## src/rtl/irq_disp_pkg.sv

```systemverilog
package irq_disp_pkg;

    typedef enum logic [1:0] {
        ST_IDLE  = 2'd0,
        ST_SCAN  = 2'd1,
        ST_FETCH = 2'd2,
        ST_SEND  = 2'd3
    } scan_st_e;

    localparam logic [2:0] DM_EXTINT = 3'd7;
    localparam logic       TRIG_EDGE = 1'b0;

endpackage

```

## src/rtl/irq_pend_track.sv

```systemverilog
module irq_pend_track #(
    parameter int NPINS     = 24,
    parameter int REMAP_SRC = 0,
    parameter int REMAP_DST = 2,
    localparam int IDX_W    = $clog2(NPINS)
) (
    input  logic             clk,
    input  logic             rst_n,
    input  logic [NPINS-1:0] pin_lvl,
    input  logic [NPINS-1:0] trig_lvl,
    input  logic             dclr_en,
    input  logic [IDX_W-1:0] dclr_idx,
    output logic [NPINS-1:0] pend,
    output logic             start
);

    typedef struct packed {
        logic [NPINS-1:0] prev;
        logic [NPINS-1:0] pend;
    } trk_t;

    trk_t trk_d, trk_q;

    logic [NPINS-1:0] rise;
    logic [NPINS-1:0] set_oh  [NPINS];
    logic [NPINS-1:0] lclr_oh [NPINS];

    // each raw pin drives one target flag; the remapped source drives another
    for (genvar i = 0; i < NPINS; i++) begin : g_pin
        localparam int TGT = (i == REMAP_SRC) ? REMAP_DST : i;
        localparam logic [NPINS-1:0] TBIT = NPINS'(1) << TGT;
        logic fall;
        assign rise[i]    = pin_lvl[i] & ~trk_q.prev[i];
        assign fall       = ~pin_lvl[i] & trk_q.prev[i];
        assign set_oh[i]  = rise[i] ? TBIT : '0;
        assign lclr_oh[i] = (fall && trig_lvl[TGT]) ? TBIT : '0;
    end

    always_comb begin
        logic [NPINS-1:0] set_v;
        logic [NPINS-1:0] clr_v;
        set_v = '0;
        clr_v = '0;
        for (int i = 0; i < NPINS; i++) begin
            set_v = set_v | set_oh[i];
            clr_v = clr_v | lclr_oh[i];
        end
        if (dclr_en) begin
            clr_v = clr_v | (NPINS'(1) << dclr_idx);
        end
        trk_d.prev = pin_lvl;
        // a new rise wins over any clear landing in the same cycle
        trk_d.pend = (trk_q.pend & ~clr_v) | set_v;
    end

    always_ff @(posedge clk or negedge rst_n) begin
        if (!rst_n) begin
            trk_q <= '0;
        end else begin
            trk_q <= trk_d;
        end
    end

    assign pend  = trk_q.pend;
    assign start = |rise;

endmodule

```

## src/rtl/irq_entry_sel.sv

```systemverilog
module irq_entry_sel #(
    parameter int NPINS  = 24,
    parameter int VEC_W  = 8,
    parameter int DEST_W = 8,
    localparam int IDX_W = $clog2(NPINS)
) (
    input  logic [IDX_W-1:0]        idx,
    input  logic [NPINS-1:0]        ent_mask,
    input  logic [NPINS-1:0]        ent_trig,
    input  logic [NPINS-1:0]        ent_dstm,
    input  logic [NPINS-1:0]        ent_pol,
    input  logic [3*NPINS-1:0]      ent_dm,
    input  logic [VEC_W*NPINS-1:0]  ent_vec,
    input  logic [DEST_W*NPINS-1:0] ent_dest,
    output logic                    sel_mask,
    output logic                    sel_trig,
    output logic                    sel_dstm,
    output logic                    sel_pol,
    output logic [2:0]              sel_dm,
    output logic [VEC_W-1:0]        sel_vec,
    output logic [DEST_W-1:0]       sel_dest
);

    always_comb begin
        sel_mask = ent_mask[idx];
        sel_trig = ent_trig[idx];
        sel_dstm = ent_dstm[idx];
        sel_pol  = ent_pol[idx];
        sel_dm   = ent_dm[int'(idx)*3 +: 3];
        sel_vec  = ent_vec[int'(idx)*VEC_W +: VEC_W];
        sel_dest = ent_dest[int'(idx)*DEST_W +: DEST_W];
    end

endmodule

```

## src/rtl/irq_scan_engine.sv

```systemverilog
module irq_scan_engine
    import irq_disp_pkg::*;
#(
    parameter int NPINS  = 24,
    parameter int VEC_W  = 8,
    parameter int DEST_W = 8,
    localparam int IDX_W = $clog2(NPINS)
) (
    input  logic              clk,
    input  logic              rst_n,
    input  logic              start,
    input  logic [NPINS-1:0]  pend,
    input  logic              sel_mask,
    input  logic              sel_trig,
    input  logic              sel_dstm,
    input  logic              sel_pol,
    input  logic [2:0]        sel_dm,
    input  logic [VEC_W-1:0]  sel_vec,
    input  logic [DEST_W-1:0] sel_dest,
    input  logic              dv_ready,
    input  logic              lg_ack,
    input  logic [VEC_W-1:0]  lg_vec,
    output logic [IDX_W-1:0]  idx,
    output logic              dclr_en,
    output logic              lg_req,
    output logic              dv_valid,
    output logic [DEST_W-1:0] dv_dest,
    output logic              dv_dstm,
    output logic [2:0]        dv_dm,
    output logic [VEC_W-1:0]  dv_vec,
    output logic              dv_pol,
    output logic              dv_trig
);

    localparam logic [IDX_W-1:0] LAST = IDX_W'(NPINS - 1);

    typedef struct packed {
        logic [DEST_W-1:0] dest;
        logic              dstm;
        logic [2:0]        dm;
        logic [VEC_W-1:0]  vec;
        logic              pol;
        logic              trig;
    } msg_t;

    typedef struct packed {
        scan_st_e         st;
        logic [IDX_W-1:0] idx;
        logic             again;
        msg_t             msg;
    } eng_t;

    eng_t eng_d, eng_q;

    always_comb begin
        logic again_n;
        logic finish;
        eng_d   = eng_q;
        dclr_en = 1'b0;
        finish  = 1'b0;
        again_n = eng_q.again | (start && eng_q.st != ST_IDLE);
        case (eng_q.st)
            ST_IDLE: begin
                if (start) begin
                    eng_d.st    = ST_SCAN;
                    eng_d.idx   = '0;
                    eng_d.again = 1'b0;
                end
            end
            ST_SCAN: begin
                eng_d.again = again_n;
                if (pend[eng_q.idx] && !sel_mask) begin
                    eng_d.msg.dest = sel_dest;
                    eng_d.msg.dstm = sel_dstm;
                    eng_d.msg.dm   = sel_dm;
                    eng_d.msg.vec  = sel_vec;
                    eng_d.msg.pol  = sel_pol;
                    eng_d.msg.trig = sel_trig;
                    eng_d.st = (sel_dm == DM_EXTINT) ? ST_FETCH : ST_SEND;
                end else if (eng_q.idx == LAST) begin
                    finish = 1'b1;
                end else begin
                    eng_d.idx = eng_q.idx + IDX_W'(1);
                end
            end
            ST_FETCH: begin
                eng_d.again = again_n;
                if (lg_ack) begin
                    eng_d.msg.vec = lg_vec;
                    eng_d.st      = ST_SEND;
                end
            end
            default: begin
                eng_d.again = again_n;
                if (dv_ready) begin
                    dclr_en = (eng_q.msg.trig == TRIG_EDGE);
                    if (eng_q.idx == LAST) begin
                        finish = 1'b1;
                    end else begin
                        eng_d.idx = eng_q.idx + IDX_W'(1);
                        eng_d.st  = ST_SCAN;
                    end
                end
            end
        endcase
        if (finish) begin
            eng_d.again = 1'b0;
            eng_d.idx   = '0;
            eng_d.st    = again_n ? ST_SCAN : ST_IDLE;
        end
    end

    always_ff @(posedge clk or negedge rst_n) begin
        if (!rst_n) begin
            eng_q <= '{st: ST_IDLE, idx: '0, again: 1'b0, msg: '0};
        end else begin
            eng_q <= eng_d;
        end
    end

    assign idx      = eng_q.idx;
    assign lg_req   = (eng_q.st == ST_FETCH);
    assign dv_valid = (eng_q.st == ST_SEND);
    assign dv_dest  = eng_q.msg.dest;
    assign dv_dstm  = eng_q.msg.dstm;
    assign dv_dm    = eng_q.msg.dm;
    assign dv_vec   = eng_q.msg.vec;
    assign dv_pol   = eng_q.msg.pol;
    assign dv_trig  = eng_q.msg.trig;

endmodule

```

## src/rtl/irq_pin_dispatch.sv

```systemverilog
module irq_pin_dispatch #(
    parameter int NPINS  = 24,
    parameter int VEC_W  = 8,
    parameter int DEST_W = 8
) (
    input  logic                    clk,
    input  logic                    rst_n,
    input  logic [NPINS-1:0]        pin_lvl,
    input  logic [NPINS-1:0]        ent_mask,
    input  logic [NPINS-1:0]        ent_trig,
    input  logic [NPINS-1:0]        ent_dstm,
    input  logic [NPINS-1:0]        ent_pol,
    input  logic [3*NPINS-1:0]      ent_dm,
    input  logic [VEC_W*NPINS-1:0]  ent_vec,
    input  logic [DEST_W*NPINS-1:0] ent_dest,
    input  logic                    ent_wr,
    output logic                    lg_req,
    input  logic                    lg_ack,
    input  logic [VEC_W-1:0]        lg_vec,
    output logic                    dv_valid,
    input  logic                    dv_ready,
    output logic [DEST_W-1:0]       dv_dest,
    output logic                    dv_dstm,
    output logic [2:0]              dv_dm,
    output logic [VEC_W-1:0]        dv_vec,
    output logic                    dv_pol,
    output logic                    dv_trig
);

    localparam int IDX_W = $clog2(NPINS);

    logic [NPINS-1:0]  pend;
    logic              pin_start;
    logic [IDX_W-1:0]  idx;
    logic              dclr_en;
    logic              sel_mask, sel_trig, sel_dstm, sel_pol;
    logic [2:0]        sel_dm;
    logic [VEC_W-1:0]  sel_vec;
    logic [DEST_W-1:0] sel_dest;

    irq_pend_track #(.NPINS(NPINS), .REMAP_SRC(0), .REMAP_DST(2)) u_trk (
        .clk      (clk),
        .rst_n    (rst_n),
        .pin_lvl  (pin_lvl),
        .trig_lvl (ent_trig),
        .dclr_en  (dclr_en),
        .dclr_idx (idx),
        .pend     (pend),
        .start    (pin_start)
    );

    irq_entry_sel #(.NPINS(NPINS), .VEC_W(VEC_W), .DEST_W(DEST_W)) u_sel (
        .idx      (idx),
        .ent_mask (ent_mask),
        .ent_trig (ent_trig),
        .ent_dstm (ent_dstm),
        .ent_pol  (ent_pol),
        .ent_dm   (ent_dm),
        .ent_vec  (ent_vec),
        .ent_dest (ent_dest),
        .sel_mask (sel_mask),
        .sel_trig (sel_trig),
        .sel_dstm (sel_dstm),
        .sel_pol  (sel_pol),
        .sel_dm   (sel_dm),
        .sel_vec  (sel_vec),
        .sel_dest (sel_dest)
    );

    irq_scan_engine #(.NPINS(NPINS), .VEC_W(VEC_W), .DEST_W(DEST_W)) u_eng (
        .clk      (clk),
        .rst_n    (rst_n),
        .start    (pin_start | ent_wr),
        .pend     (pend),
        .sel_mask (sel_mask),
        .sel_trig (sel_trig),
        .sel_dstm (sel_dstm),
        .sel_pol  (sel_pol),
        .sel_dm   (sel_dm),
        .sel_vec  (sel_vec),
        .sel_dest (sel_dest),
        .dv_ready (dv_ready),
        .lg_ack   (lg_ack),
        .lg_vec   (lg_vec),
        .idx      (idx),
        .dclr_en  (dclr_en),
        .lg_req   (lg_req),
        .dv_valid (dv_valid),
        .dv_dest  (dv_dest),
        .dv_dstm  (dv_dstm),
        .dv_dm    (dv_dm),
        .dv_vec   (dv_vec),
        .dv_pol   (dv_pol),
        .dv_trig  (dv_trig)
    );

endmodule

```

## config.mk

```make
export PLATFORM = sky130hd
export DESIGN_NAME = irq_pin_dispatch
export DESIGN_NICKNAME = d
export VERILOG_FILES = /design/src/rtl/irq_disp_pkg.sv /design/src/rtl/irq_pend_track.sv /design/src/rtl/irq_entry_sel.sv /design/src/rtl/irq_scan_engine.sv /design/src/rtl/irq_pin_dispatch.sv
export SDC_FILE = /design/constraint.sdc
export NUM_CORES = 1
export LEC_CHECK = 0
export BUFFER_PORTS_ARGS = -buffer_cell sky130_fd_sc_hd__clkbuf_2
export CAP_MARGIN = 40
export CORE_AREA = 2 2 240 242
export CTS_CLUSTER_DIAMETER = 40
export DETAILED_ROUTE_END_ITERATION = 6
export DIE_AREA = 0 0 242 244
export PLACE_DENSITY_LB_ADDON = 0.25
export SLEW_MARGIN = 25
export SYNTH_ARGS = -nofsm -noshare
export SYNTH_HDL_FRONTEND = slang
export SYNTH_HIERARCHICAL = 1
export SYNTH_SLANG_ARGS = --single-unit
```

## constraint.sdc

```tcl
create_clock -name clk -period 3.12 [get_ports clk]
set_input_delay 0.78 -clock clk [delete_from_list [all_inputs] [get_ports clk]]
set_output_delay 0.78 -clock clk [all_outputs]
set_load 0.03 [all_outputs]
```

# Word-level counts from Yosys, hierarchy flattened
# Index checks and enable logic that the tools add are counted.
# W data, S select, Z words.
# classes
add_sub_neg,1
multipliers,1
div_mod_pow,0
n_lt_le_gt_ge,1
eq_ne,15
n_shift,4
mux,81
bitwise,149
n_reduce_logical,39
# ops
cell,n
$or A24 B24 Y24,48
$shiftx A192 B9 Y8,2
$mux W24,3
$shiftx A72 B8 Y3,1
$not A1 Y1,49
$and A1 B1 Y1,48
$mux W23,2
$mux W22,2
$mux W21,2
$mux W20,2
$mux W8,5
$mux W19,2
$mux W18,2
$mux W17,2
$mux W16,2
$mux W10,3
$mux W15,2
$mux W14,2
$mux W7,4
$logic_and A1 B1 Y1,26
$mux W13,2
$bmux W1 S5,5
$and A24 B24 Y24,1
$mux W12,2
other kinds (38),72
# word_totals
ff_bits,78
latch_bits,0
ram_bits,0
romBits,0
inputBits,589
out_inout_bits,24
word_cells,302
memories,0

# Logic depth before layout (Yosys ltp)
# logic_depth
word_depth,32
depth_mapped,17
ltp_nobuf,11

# Modules after synthesis
# Netlist, hierarchy kept.
# modules_own_cells
mod,n_inst,cells_per_inst,area_per_inst_um2,seq_area_each_um2
irq_entry_sel,1,520,4693.3,0.0
irq_pend_track,1,238,2210.9,1201.2
irq_scan_engine,1,222,2077.0,750.7
irq_pin_dispatch,1,1,6.3,0.0

# Least setup slack after synthesis
# OpenSTA, ideal clock, no wires.
# synth_timing
path_kind,reg-to-reg
start,"register u_eng.eng_q, in the netlist u_eng/idx[0]"
end,"register u_eng.eng_q, in the netlist u_eng/dv_vec[3]"
setup_time_ns,0.125
arrival_ns,2.979
required_time_ns,2.995
slack_ns,0.016
path_stages_with_launch,13
n_path_buf,4
synth_period_minus_slack_ns,3.104
cell_sequence,dfrtp_1 buf_4 buf_6 buf_12 buf_6 mux4_2 o211ai_1 nand3_1 a2111oi_2 o211a_1 nor3_2 nor2_2 mux2_2
# synth_between
elab_chain_cells,6
elab_cells_between_ends,11
cone_classes,eq/ne (1); shift (1); mux (6); reduce/logical (3)
# synth_lines
element,line,text
from (decl),irq_scan_engine.sv:53,"eng_t eng_d, eng_q;"
from (signal assigned),irq_scan_engine.sv:115,"eng_q <= '{st: ST_IDLE, idx: '0, again: 1'b0, msg: '0};"
from (signal assigned),irq_scan_engine.sv:117,eng_q <= eng_d;
$bmux W1 S5,irq_entry_sel.sv:25,sel_mask = ent_mask[idx];
$mux W1 (implied by the code),irq_entry_sel.sv:25,
named net sel_mask,irq_pin_dispatch.sv:36,"logic sel_mask, sel_trig, sel_dstm, sel_pol;"
$logic_not A1 Y1,irq_scan_engine.sv:72,if (pend[eng_q.idx] && !sel_mask) begin
$logic_and A1 B1 Y1,irq_scan_engine.sv:72,
$ne A2 B1 Y1 (no line),--,
$reduce_and A3 Y1 (no line),--,
# The timed path passes the listed nets, and every way through them passes these cells. The select of a mux whose other input is x is not followed.
# A chain may end at the register's enable or synchronous reset.

# Worst setup path in the final report
# layout_timing
start,"register u_eng.eng_q, in the netlist u_eng/idx[0]"
end,"register u_eng.eng_q, in the netlist u_eng/dv_vec[5]"
# The elaborated chain is that of the path after synthesis.

==> key figures <==
Final layout
  – Layout Nets: around 2100
  – Reg area: about 2000 um^2
  – Most common cell after layout, fill and taps aside: clkbuf_2
  – Area of the multi-input gates: slightly above 6000 um^2
  – Most frequent cells in the layout: clkbuf_2 (611), mux2i_1 (190), nand2_1 (134), dfrtp_1 (75), a22oi_1 (72)
  – Share of layout cells above drive strength 1: 0.502
  – Layout area overhead: 46.7%
  – # fillers: 6265

Yosys
  – Synth Area in Simple Gates: 0.148
  – Post-synth EDFFs: 0
  – Post-Syn Instances: 981
  – Distinct cells, synth: 63
  – Mean Syn Cell Area: slightly above 9 um^2
  – Register area share after synthesis: 0.217
  – Post-Synth XOR/XNOR Area: 0
  – Yosys warnings: 6
  – Combinational family with the most area after synthesis: multiplexers
  – Ys flop type: dfrtp_1
  – Post-synthesis adder-cell area fraction: 0.00835
  – Syn Nets: 1576
  – Number of synthesized register bits: 78
  – Ys async rst share: 1.00
  – Synth Area in Compound Gates: 0.176
  – Synth Cell Area: 8990 um^2
  – Post-synthesis mux area share: 0.343

Route
  – Post-route DRC: 0
  – Routed wire length: 54300 um
  – Drt pass-1 iters: 4
  – Routed WL per cell: 23.5 um
  – Via count: 10300
  – DR vias/cell: ~4.5
  – 1st-iter DRT viols: 493
  – Post-DRT Antenna Nets: 0

Die
  – Chip Height: approximately 240 um
  – Row cnt: 87
  – Die ar.: 59000 um^2
  – Die Span X: 242 um
  – I/O pin total: between 600 and 700
  – Starting density of the core: 0.160
  – Core area: ~56000 um^2

Timing
  – Slew margin rel.: 0.547
  – Worst-Margin Slew: ~0.68 ns
  – Hold WS: between 0.4 and 0.5 ns
  – Number of setup violations in the final report: 0
  – Final hold vios: 0
  – Final worst-path cycle share: 0.970
  – Slew Viols, Final: 0
  – RSZ-0062 raised after global routing: yes
  – Minimum clock period: between 3 and 4 ns
  – Clock Skews: roughly 0.0075 ns
  – F_max: 0.331 GHz
  – Post-route setup TNS: 0 ns
  – Post-route setup slack: 0.0949 ns

Worst setup path
  – Setup crit start kind: flip-flop
  – Critical Setup Path Class: flip-flop to flip-flop
  – Critical Path AT: 3.32 ns
  – R2R Setup Slk: around 0.095 ns
  – Worst path required time: approximately 3.4 ns
  – Max FO, Critical Path: 8
  – CP Capture Type: flip-flop

CTS
  – Worst-Skew Late Latency: 0.35 ns
  – CTS tree: yes
  – Hold_buf cts: 0
  – H-tree levels: 3
  – CTS root buf: clkbuf_16
  – Clock Sinks: 78
  – Num CTS Buffers: 9
  – Reg clk slew, reported paths: around 0.06 ns
  – Clock tree buffer depth: 2

Run
  – Number of max-cap violations: 0

Power
  – Max VDD drop: 350 uV
  – P per Cell Area: 810 nW/um^2
  – Tot Pwr: ~11 mW
  – Leakage Power: 6.71 nW

Global route
  – Largest net degree at the start of global routing: 59
  – GRT Overall Usage: 0.177
  – First-pass GRT wire length: 75900 um
  – Antenna violations before repair: 8
  – GR Overflow Total: 0
  – Vias in the first global route: between 10000 and 15000

Placement
  – DPL Wire Length: about 47000 um
  – Port Buf Inserts: 612
  – Dpl ws: -0.155 ns
  – Final Wtd Congestion: roughly 1

Status
  – Outcome: complete, no violations

Min path
  – Path category of the worst min-delay check: primary input to async pin
[metrics by stage]
step | std cells | utilization | area, um^2
CTS | 2305 | 0.232 | 13000
detailed placement | 2289 | 0.227 | 12700
finish | 2312 | 0.235 | 13200
floorplan | 981 | - | 8990
global placement | 2289 | 0.227 | 12700
global route | 2312 | 0.235 | 13200
[cell usage after synthesis (all sizes together) (4+ instances only)]
cell type | count | share of area
mux2i | 191 | 0.21
nand2 | 135 | 0.056
buf | 96 | 0.084
dfrtp | 78 | 0.22
a22oi | 72 | 0.060
nand3 | 64 | 0.036
a21oi | 48 | 0.027
mux4 | 47 | 0.12
inv | 33 | 0.014
a31oi | 24 | 0.020
o211ai | 24 | 0.021
clkbuf | 23 | 0.0096
nand2b | 22 | 0.015
nor2 | 16 | 0.0070
o22ai | 12 | 0.0084
a221oi | 10 | 0.0097
mux2 | 10 | 0.013
a22o | 8 | 0.0078
nor2b | 7 | 0.0049
ha | 6 | 0.0084
and2 | 5 | 0.0035
o21ai | 5 | 0.0028
nor4 | 4 | 0.0028
o31ai | 4 | 0.0033
[final timing paths]
kind	start	endpoint	cells past startpoint
worst max-delay path	u_eng/idx[0]$_DFFE_PN0P_	u_eng/dv_vec[5]$_DFFE_PN0P_	10
worst max register to register	u_eng/idx[0]$_DFFE_PN0P_	u_eng/dv_vec[5]$_DFFE_PN0P_	10
worst min-delay path	rst_n	u_eng/eng_q[28]$_DFFE_PN0P_	1
worst min register to register	u_trk/trk_q[32]$_DFF_PN0_	u_trk/pend[8]$_DFF_PN0_	1
min in group clk	u_trk/trk_q[32]$_DFF_PN0_	u_trk/pend[8]$_DFF_PN0_	1
max in group asynchronous	rst_n	u_eng/dv_vec[1]$_DFFE_PN0P_	2
[registers in the layout, indices dropped and copies added, names as in the netlist]
name,flops
u_eng/dv_dm,3
u_eng/dv_dest,8
u_eng/dv_pol,1
u_eng/dv_dstm,1
u_trk/trk_q,24
u_eng/dv_vec,8
u_eng/idx,5
u_trk/pend,24
u_eng/eng_q,3
u_eng/dv_trig,1
[kinds of logic (layout without fill, tap and decap cells)]
logic type	Yosys count	after routing
flops	78	78
mux	248	248
other cells	0	1
buf+inv	152	726
fa+ha+maj	6	6
compound gates	223	223
simple gates	274	274
[what timing repair did]
action	CTS	global route
setup buffers	0	5
setup endpoints to repair	0	16
resized for setup	0	19
endpoints found under the hold margin	0	0
[final cells by class]
class,count,area share
Inverter,33,0.00939
Tap cell,756,0.0717
Clock inverter,4,0.00228
Sequential cell,78,0.149
Antenna cell,1,0.000190
Multi-Input combinational cell,751,0.468
Clock buffer,12,0.0194
Timing Repair Buffer,677,0.281
[where the power goes]
part	total, mW	switching, mW	internal [mW]	leakage (nW)
registers	1.54	0.278	1.26	0.930
logic	8.10	4.64	3.46	5.64
clock network	1.04	0.452	0.586	0.139
[critical path: stages (launching register included)]
cell	delay, ns
dfrtp_4	0.57
mux4_2	0.54
o211ai_1	0.21
nand3_2	0.10
buf_6	0.14
nor2_4	0.07
nand2_2	0.07
or4_4	0.58
a31oi_4	0.35
a22o_1	0.19
mux2_4	0.14
[per-layer routing]
metal | share of wire | vias to the layer above | global-route usage
li1 | - | 4821 | -
met1 | 0.42 | 5004 | 0.216
met2 | 0.49 | 420 | 0.310
met4 | 0.018 | 10 | 0.0359
met3 | 0.071 | 61 | 0.0488
met5 | 0.0011 | - | 0
Note: power is estimated with default switching activity, not from simulation.
